## config.mk

```make
export PLATFORM = sky130hd
export DESIGN_NAME = adec_top
export DESIGN_NICKNAME = d
export VERILOG_FILES = /design/src/rtl/adec_pkg.sv /design/src/rtl/adec_digit.sv /design/src/rtl/adec_ctrl.sv /design/src/rtl/adec_datapath.sv /design/src/rtl/adec_top.sv
export SDC_FILE = /design/constraint.sdc
export NUM_CORES = 1
export LEC_CHECK = 0
export ABC_AREA = 1
export BUFFER_PORTS_ARGS = -buffer_cell sky130_fd_sc_hd__buf_2
export CORE_MARGIN = 8
export CORE_UTILIZATION = 40
export CTS_BUF_LIST = sky130_fd_sc_hd__clkbuf_16
export CTS_CLUSTER_DIAMETER = 100
export DETAILED_ROUTE_END_ITERATION = 8
export GPL_ROUTABILITY_DRIVEN = 1
export PLACE_DENSITY = 0.57
export SLEW_MARGIN = 20
export SYNTH_ARGS = -nofsm -noshare
export SYNTH_HDL_FRONTEND = slang
export SYNTH_SLANG_ARGS = --single-unit
```

## constraint.sdc

```tcl
create_clock -name clk -period 15.45 [get_ports clk]
set_input_delay 2.3175 -clock clk [delete_from_list [all_inputs] [get_ports clk]]
set_output_delay 2.3175 -clock clk [all_outputs]
set_load 0.005 [all_outputs]
```

## src/rtl/adec_pkg.sv

```systemverilog
package adec_pkg;

  localparam int ADDR_W = 14;
  localparam int CHAR_W = 6;
  localparam int NUM_W  = 4;
  localparam int ZONE_W = 2;
  localparam int SEL_W  = 3;

  typedef struct packed {
    logic load;
  } adec_strobe_t;

  function automatic int sizeFromSel(input logic [SEL_W-1:0] sel);
    case (sel)
      3'd0:    return 1400;
      3'd1:    return 2000;
      3'd2:    return 4000;
      3'd3:    return 8000;
      default: return 16000;
    endcase
  endfunction

endpackage

```

## src/rtl/adec_digit.sv

```systemverilog
module adec_digit
  import adec_pkg::*;
(
  input  logic [NUM_W-1:0] numCode,
  output logic [NUM_W-1:0] digit,
  output logic             digitOk
);

  always_comb begin
    digit   = '0;
    digitOk = 1'b0;
    if (numCode == 4'b1010) begin
      digit   = '0;
      digitOk = 1'b1;
    end else if (numCode >= 4'd1 && numCode <= 4'd9) begin
      digit   = numCode;
      digitOk = 1'b1;
    end
  end

endmodule

```

## src/rtl/adec_ctrl.sv

```systemverilog
module adec_ctrl
  import adec_pkg::*;
(
  input  logic         clk,
  input  logic         rstN,
  input  logic         addrValid,
  output adec_strobe_t strb,
  output logic         outValid
);

  logic validQ;

  always_comb strb.load = addrValid;

  always_ff @(posedge clk) begin
    if (!rstN) validQ <= 1'b0;
    else       validQ <= addrValid;
  end

  assign outValid = validQ;

  assert_valid_after_strobe_R8: assert property (@(posedge clk) disable iff (!rstN)
    addrValid |=> outValid);
  assert_no_valid_without_strobe_R8: assert property (@(posedge clk) disable iff (!rstN)
    !addrValid |=> !outValid);

endmodule

```

## src/rtl/adec_datapath.sv

```systemverilog
module adec_datapath
  import adec_pkg::*;
#(
  parameter bit INDEX_EN = 1'b1
)(
  input  logic               clk,
  input  logic               rstN,
  input  adec_strobe_t       strb,
  input  logic [CHAR_W-1:0]  addrHi,
  input  logic [CHAR_W-1:0]  addrMid,
  input  logic [CHAR_W-1:0]  addrLo,
  input  logic [SEL_W-1:0]   memSizeSel,
  input  logic [ADDR_W-1:0]  idxVal,
  output logic [ADDR_W-1:0]  outIndex,
  output logic [ZONE_W-1:0]  outIdxSel,
  output logic               outHalt,
  output logic               outRange
);

  localparam int NCH   = 3;
  localparam int SUM_W = ADDR_W + 1;

  logic [CHAR_W-1:0] chr [NCH];
  logic [NUM_W-1:0]  dig [NCH];
  logic [NCH-1:0]    digOk;

  assign chr[0] = addrHi;
  assign chr[1] = addrMid;
  assign chr[2] = addrLo;

  for (genvar g = 0; g < NCH; g++) begin : gDig
    adec_digit u_digit (
      .numCode (chr[g][NUM_W-1:0]),
      .digit   (dig[g]),
      .digitOk (digOk[g])
    );
  end

  logic [ZONE_W-1:0] hiZone, midZone, loZone;
  assign hiZone  = addrHi[CHAR_W-1:NUM_W];
  assign midZone = addrMid[CHAR_W-1:NUM_W];
  assign loZone  = addrLo[CHAR_W-1:NUM_W];

  int                baseInt;
  logic [ADDR_W-1:0] baseAddr;
  logic [ADDR_W-1:0] sizeLim;
  logic              allOk, inRange;

  always_comb begin
    baseInt = int'(dig[0]) * 100 + int'(dig[1]) * 10 + int'(dig[2])
            + int'(hiZone) * 1000 + int'(loZone) * 4000;
    baseAddr = ADDR_W'(baseInt);
    sizeLim  = ADDR_W'(sizeFromSel(memSizeSel));
    allOk    = &digOk;
    inRange  = baseAddr < sizeLim;
  end

  logic [ADDR_W-1:0] resolved;

  if (INDEX_EN) begin : gIdx
    logic [SUM_W-1:0] sumVal, modVal;
    always_comb begin
      sumVal = {1'b0, baseAddr} + {1'b0, idxVal};
      case (memSizeSel)
        3'd0:    modVal = sumVal % SUM_W'(1400);
        3'd1:    modVal = sumVal % SUM_W'(2000);
        3'd2:    modVal = sumVal % SUM_W'(4000);
        3'd3:    modVal = sumVal % SUM_W'(8000);
        default: modVal = sumVal % SUM_W'(16000);
      endcase
      resolved = (midZone != '0) ? modVal[ADDR_W-1:0] : baseAddr;
    end
  end else begin : gNoIdx
    logic [ADDR_W-1:0] unusedIdx;
    assign unusedIdx = idxVal;
    always_comb resolved = baseAddr;
  end

  logic [ADDR_W-1:0] indexQ, sizeLimQ;
  logic [ZONE_W-1:0] idxSelQ;
  logic              haltQ, rangeQ;
  logic              loadEn;

  assign loadEn = strb.load;

  always_ff @(posedge clk) begin
    if (!rstN) begin
      indexQ   <= '0;
      idxSelQ  <= '0;
      haltQ    <= 1'b0;
      rangeQ   <= 1'b0;
      sizeLimQ <= ADDR_W'(1400);
    end else if (loadEn) begin
      idxSelQ  <= midZone;
      haltQ    <= !allOk;
      rangeQ   <= allOk && !inRange;
      indexQ   <= (allOk && inRange) ? resolved : '0;
      sizeLimQ <= sizeLim;
    end
  end

  assign outIndex  = indexQ;
  assign outIdxSel = idxSelQ;
  assign outHalt   = haltQ;
  assign outRange  = rangeQ;

  assert_halt_forces_zero_R5: assert property (@(posedge clk) disable iff (!rstN)
    haltQ |-> (indexQ == '0 && !rangeQ));
  assert_index_below_size_R6: assert property (@(posedge clk) disable iff (!rstN)
    indexQ < sizeLimQ);
  assert_range_forces_zero_R6: assert property (@(posedge clk) disable iff (!rstN)
    rangeQ |-> indexQ == '0);
  assert_hold_without_strobe_R8: assert property (@(posedge clk) disable iff (!rstN)
    !loadEn |=> ($stable(indexQ) && $stable(idxSelQ) && $stable(haltQ) && $stable(rangeQ)));

endmodule

```

## src/rtl/adec_top.sv

```systemverilog
module adec_top
  import adec_pkg::*;
#(
  parameter bit INDEX_EN = 1'b1
)(
  input  logic        clk,
  input  logic        rstN,
  input  logic        addrValid,
  input  logic [5:0]  addrHi,
  input  logic [5:0]  addrMid,
  input  logic [5:0]  addrLo,
  input  logic [2:0]  memSizeSel,
  input  logic [13:0] idxVal,
  output logic        outValid,
  output logic [13:0] outIndex,
  output logic [1:0]  outIdxSel,
  output logic        outHalt,
  output logic        outRange
);

  adec_strobe_t strb;

  adec_ctrl u_ctrl (
    .clk       (clk),
    .rstN      (rstN),
    .addrValid (addrValid),
    .strb      (strb),
    .outValid  (outValid)
  );

  adec_datapath #(.INDEX_EN(INDEX_EN)) u_dp (
    .clk        (clk),
    .rstN       (rstN),
    .strb       (strb),
    .addrHi     (addrHi),
    .addrMid    (addrMid),
    .addrLo     (addrLo),
    .memSizeSel (memSizeSel),
    .idxVal     (idxVal),
    .outIndex   (outIndex),
    .outIdxSel  (outIdxSel),
    .outHalt    (outHalt),
    .outRange   (outRange)
  );

endmodule

```

==> results_dict.tcl <==
set metrics [dict create \
    outcome "finished, final reports clean" \
    crit_arrival_ns 14.95 \
    clockRootBuffer "clkbuf_16" \
    path_depth 102 \
    via_per_inst 4.79 \
    synth_cells 835 \
    wirelength_um 15400 \
    synth_top_area_cell "ha_1" \
    cts_tree "yes" \
    drt_iter0_drc 231 \
    final_max_slew_viol_count 0 \
    ctsHtreeMaxLevel 1 \
    worstPathBufferInverterCount 15 \
    grt_overflow 0 \
    min_path_type "register to register" \
    firstDrtPassIters 4 \
    vias 5592 \
    die_area_um2 18000 \
    required_ns 15.59 \
    criticalPathCategory "input port to register" \
    fp.dieW_um 134 \
    n_antenna_cell 0 \
    grt_first_pass_wirelength_um 24100 \
    multiInputGateArea_um2 5120 \
    antenna_found_initial 0 \
    r2r-start "u_dp.outRange$_SDFFE_PN0P_" \
    synth_common_cells "nand2_1, inv_1, ha_1" \
    port_buffers 56 \
    clk_pin_slew_worst_paths_ns 0.06 \
    final_antenna_net_count 0 \
    grt_usage_pct 15.9 \
    area_growth_pct 33.4 \
    hold_viol 0 \
    globalplace.congestion 0.930 \
    dp_slack_ns -0.236 \
    critPathLaunchType "input port" \
    final_layout_size_suffix_gt1_share_pct 31.6 \
    synth_most_common_cell "nand2_1" \
    max_freq_ghz 0.0675 \
    core-area_um2 13700 \
    yosysWarningCount 0 \
    cts.path.max_buffers 2 \
    grt_pass1_vias 5279 \
    ys_ff_latch 19 \
    grt_max_degree 20 \
    synth_top_area_share_pct 23.8 \
    stdcell_count 1167 \
    r2r_slack_ns 14.80 \
    final-seq-area_um2 380 \
    synth.distinct_cells 44 \
    die_h_um 134 \
    clock_latency_ns 0.25 \
    dpl_cell_area_um2 6650 \
    end_kind "register" \
    setup_viol 0 \
    critPathTopFamily "simple AND/OR/NAND/NOR gates" \
    relSlewSlack_pct 30.8 \
    synth_edf_count 0 \
    drcViolationCount 0 \
    final_nets 1149 \
    worst_pin_slew_ns 1.03 \
    endpoint "u_dp.outIndex[7]$_SDFFE_PN0P_" \
    slowest_delay_ns 0.53 \
    place_inst 1143 \
    hpwl_um 12700 \
    cts_buffers 3 \
    pin_count 57 \
    cts_hold_buf 0 \
    rows 43 \
    rsz0062_at_grt "yes" \
    synthFlopType "dfxtp_1" \
    cp_slowest_cell "fa_1" \
    worst_slack_ns 0.645 \
    synth_area_um2 5570 \
    seq_area_frac_synth_pct 6.83 \
    cp-startpoint "addrMid[1]" \
    r2r-end "u_dp.outRange$_SDFFE_PN0P_" \
    fillers 1365 \
    wire_per_inst_um 13.2 \
    final.period_utilization_pct 95.8 \
    postSynthAreaPerCell_um2 6.67 \
    max_cap_violations 0 \
    start_util_pct 40.6 \
    synthArstFlopShare_pct 0 \
    synth.area.top_cells "ha_1, nand2_1, inv_1, dfxtp_1, fa_1" \
    worstPathMaxFanout 8 \
    period_needed_ns 14.80 \
    cts.sinks 19 \
    skew_ns 0 \
    fin_area_um2 7430 \
    syn_nets 996 \
    ff2ff_path_depth 2 \
]
logic make-up after synthesis:
family | share of synthesized area, %
adder cells (fa/ha/maj) | 29.9
AO/OA/AOI/OAI | 12.0
AND/OR/NAND/NOR | 32.2
flip-flops | 6.83
XOR/XNOR | 8.17
buffers and inverters | 10.9
worst reg2reg max path, cell delays in order (launching register included):
cell	delay (ns)
dfxtp_1	0.31
a22oi_1	0.18
nor2_1	0.06
worst min-delay path by stage:
stage | start | slack [ns] | end | depth (start not counted)
floorplan | u_dp.outIdxSel[1]$_SDFFE_PN0P_ | 0.44 | u_dp.outIdxSel[1]$_SDFFE_PN0P_ | 2
finish | u_dp.outIdxSel[1]$_SDFFE_PN0P_ | 0.45 | u_dp.outIdxSel[1]$_SDFFE_PN0P_ | 2
global route | u_dp.outIndex[11]$_SDFFE_PN0P_ | 0.46 | u_dp.outIndex[11]$_SDFFE_PN0P_ | 2
global placement | u_dp.outIndex[11]$_SDFFE_PN0P_ | 0.43 | u_dp.outIndex[11]$_SDFFE_PN0P_ | 2
detailed placement | u_dp.outIndex[11]$_SDFFE_PN0P_ | 0.44 | u_dp.outIndex[11]$_SDFFE_PN0P_ | 2
CTS | u_dp.outIndex[11]$_SDFFE_PN0P_ | 0.45 | u_dp.outIndex[11]$_SDFFE_PN0P_ | 2
repair_timing:
| action | CTS | global route |
|---|---|---|
| endpoints found under the setup margin | 7 | 11 |
| setup buffers | 0 | 18 |
| cloned | 0 | 2 |
| pin swaps | 0 | 94 |
| gates resized for setup | 2 | 133 |
cell usage in the layout, fill, tap and decap left out, types with 7 or more instances in the layout:
cell type / instances
a21oi_1: 36
a21oi_2: 12
buf_2: 54
buf_4: 96
dfxtp_1: 19
fa_1: 17
ha_1: 93
ha_4: 11
inv_1: 130
inv_2: 11
nand2_1: 169
nand2_2: 37
nand2_4: 12
nand3_1: 27
nand3_2: 22
nor2_1: 56
nor2_4: 8
nor3_1: 8
o21ai_0: 22
o21ai_1: 7
o21bai_1: 7
xnor2_1: 26
xor2_1: 24
cell type report:
cell class | instances | share of cell area, %
multi-input combinational | 664 | 68.9
clock inverter | 1 | 0.101
clock buffer | 3 | 1.01
inverter | 146 | 7.58
tap | 180 | 3.03
sequential | 19 | 5.12
timing repair buffer | 154 | 14.3
registers in the layout (all words and copies together) (netlist names):
| signal | count |
|---|---|
| u_dp.outIdxSel | 2 |
| u_dp.outRange | 1 |
| u_dp.outIndex | 14 |
| u_dp.outHalt | 1 |
| u_ctrl.outValid | 1 |
stage by stage:
stage	TNS, ns	hold slack (ns)	utilization, %
floorplan	0	0.441	-
global placement	-0.0719	0.433	48.5
detailed placement	-2.17	0.438	48.5
CTS	0	0.452	49.1
global route	-2.57	0.459	54.2
finish	0	0.447	54.2
metal layers:
metal  global-route usage, %  part of all wire (%)  vias to the layer above
li1                        -                     -                     3009
met2                    28.5                    49                       85
met4                    2.37                   1.7                        0
met1                    20.4                    46                     2482
met3                    1.87                   2.8                       16
met5                       0                     0                        -
Power is left out: the tool's default activity adds up to more than one toggle a clock period on the data nets, which glitch-free logic cannot reach.
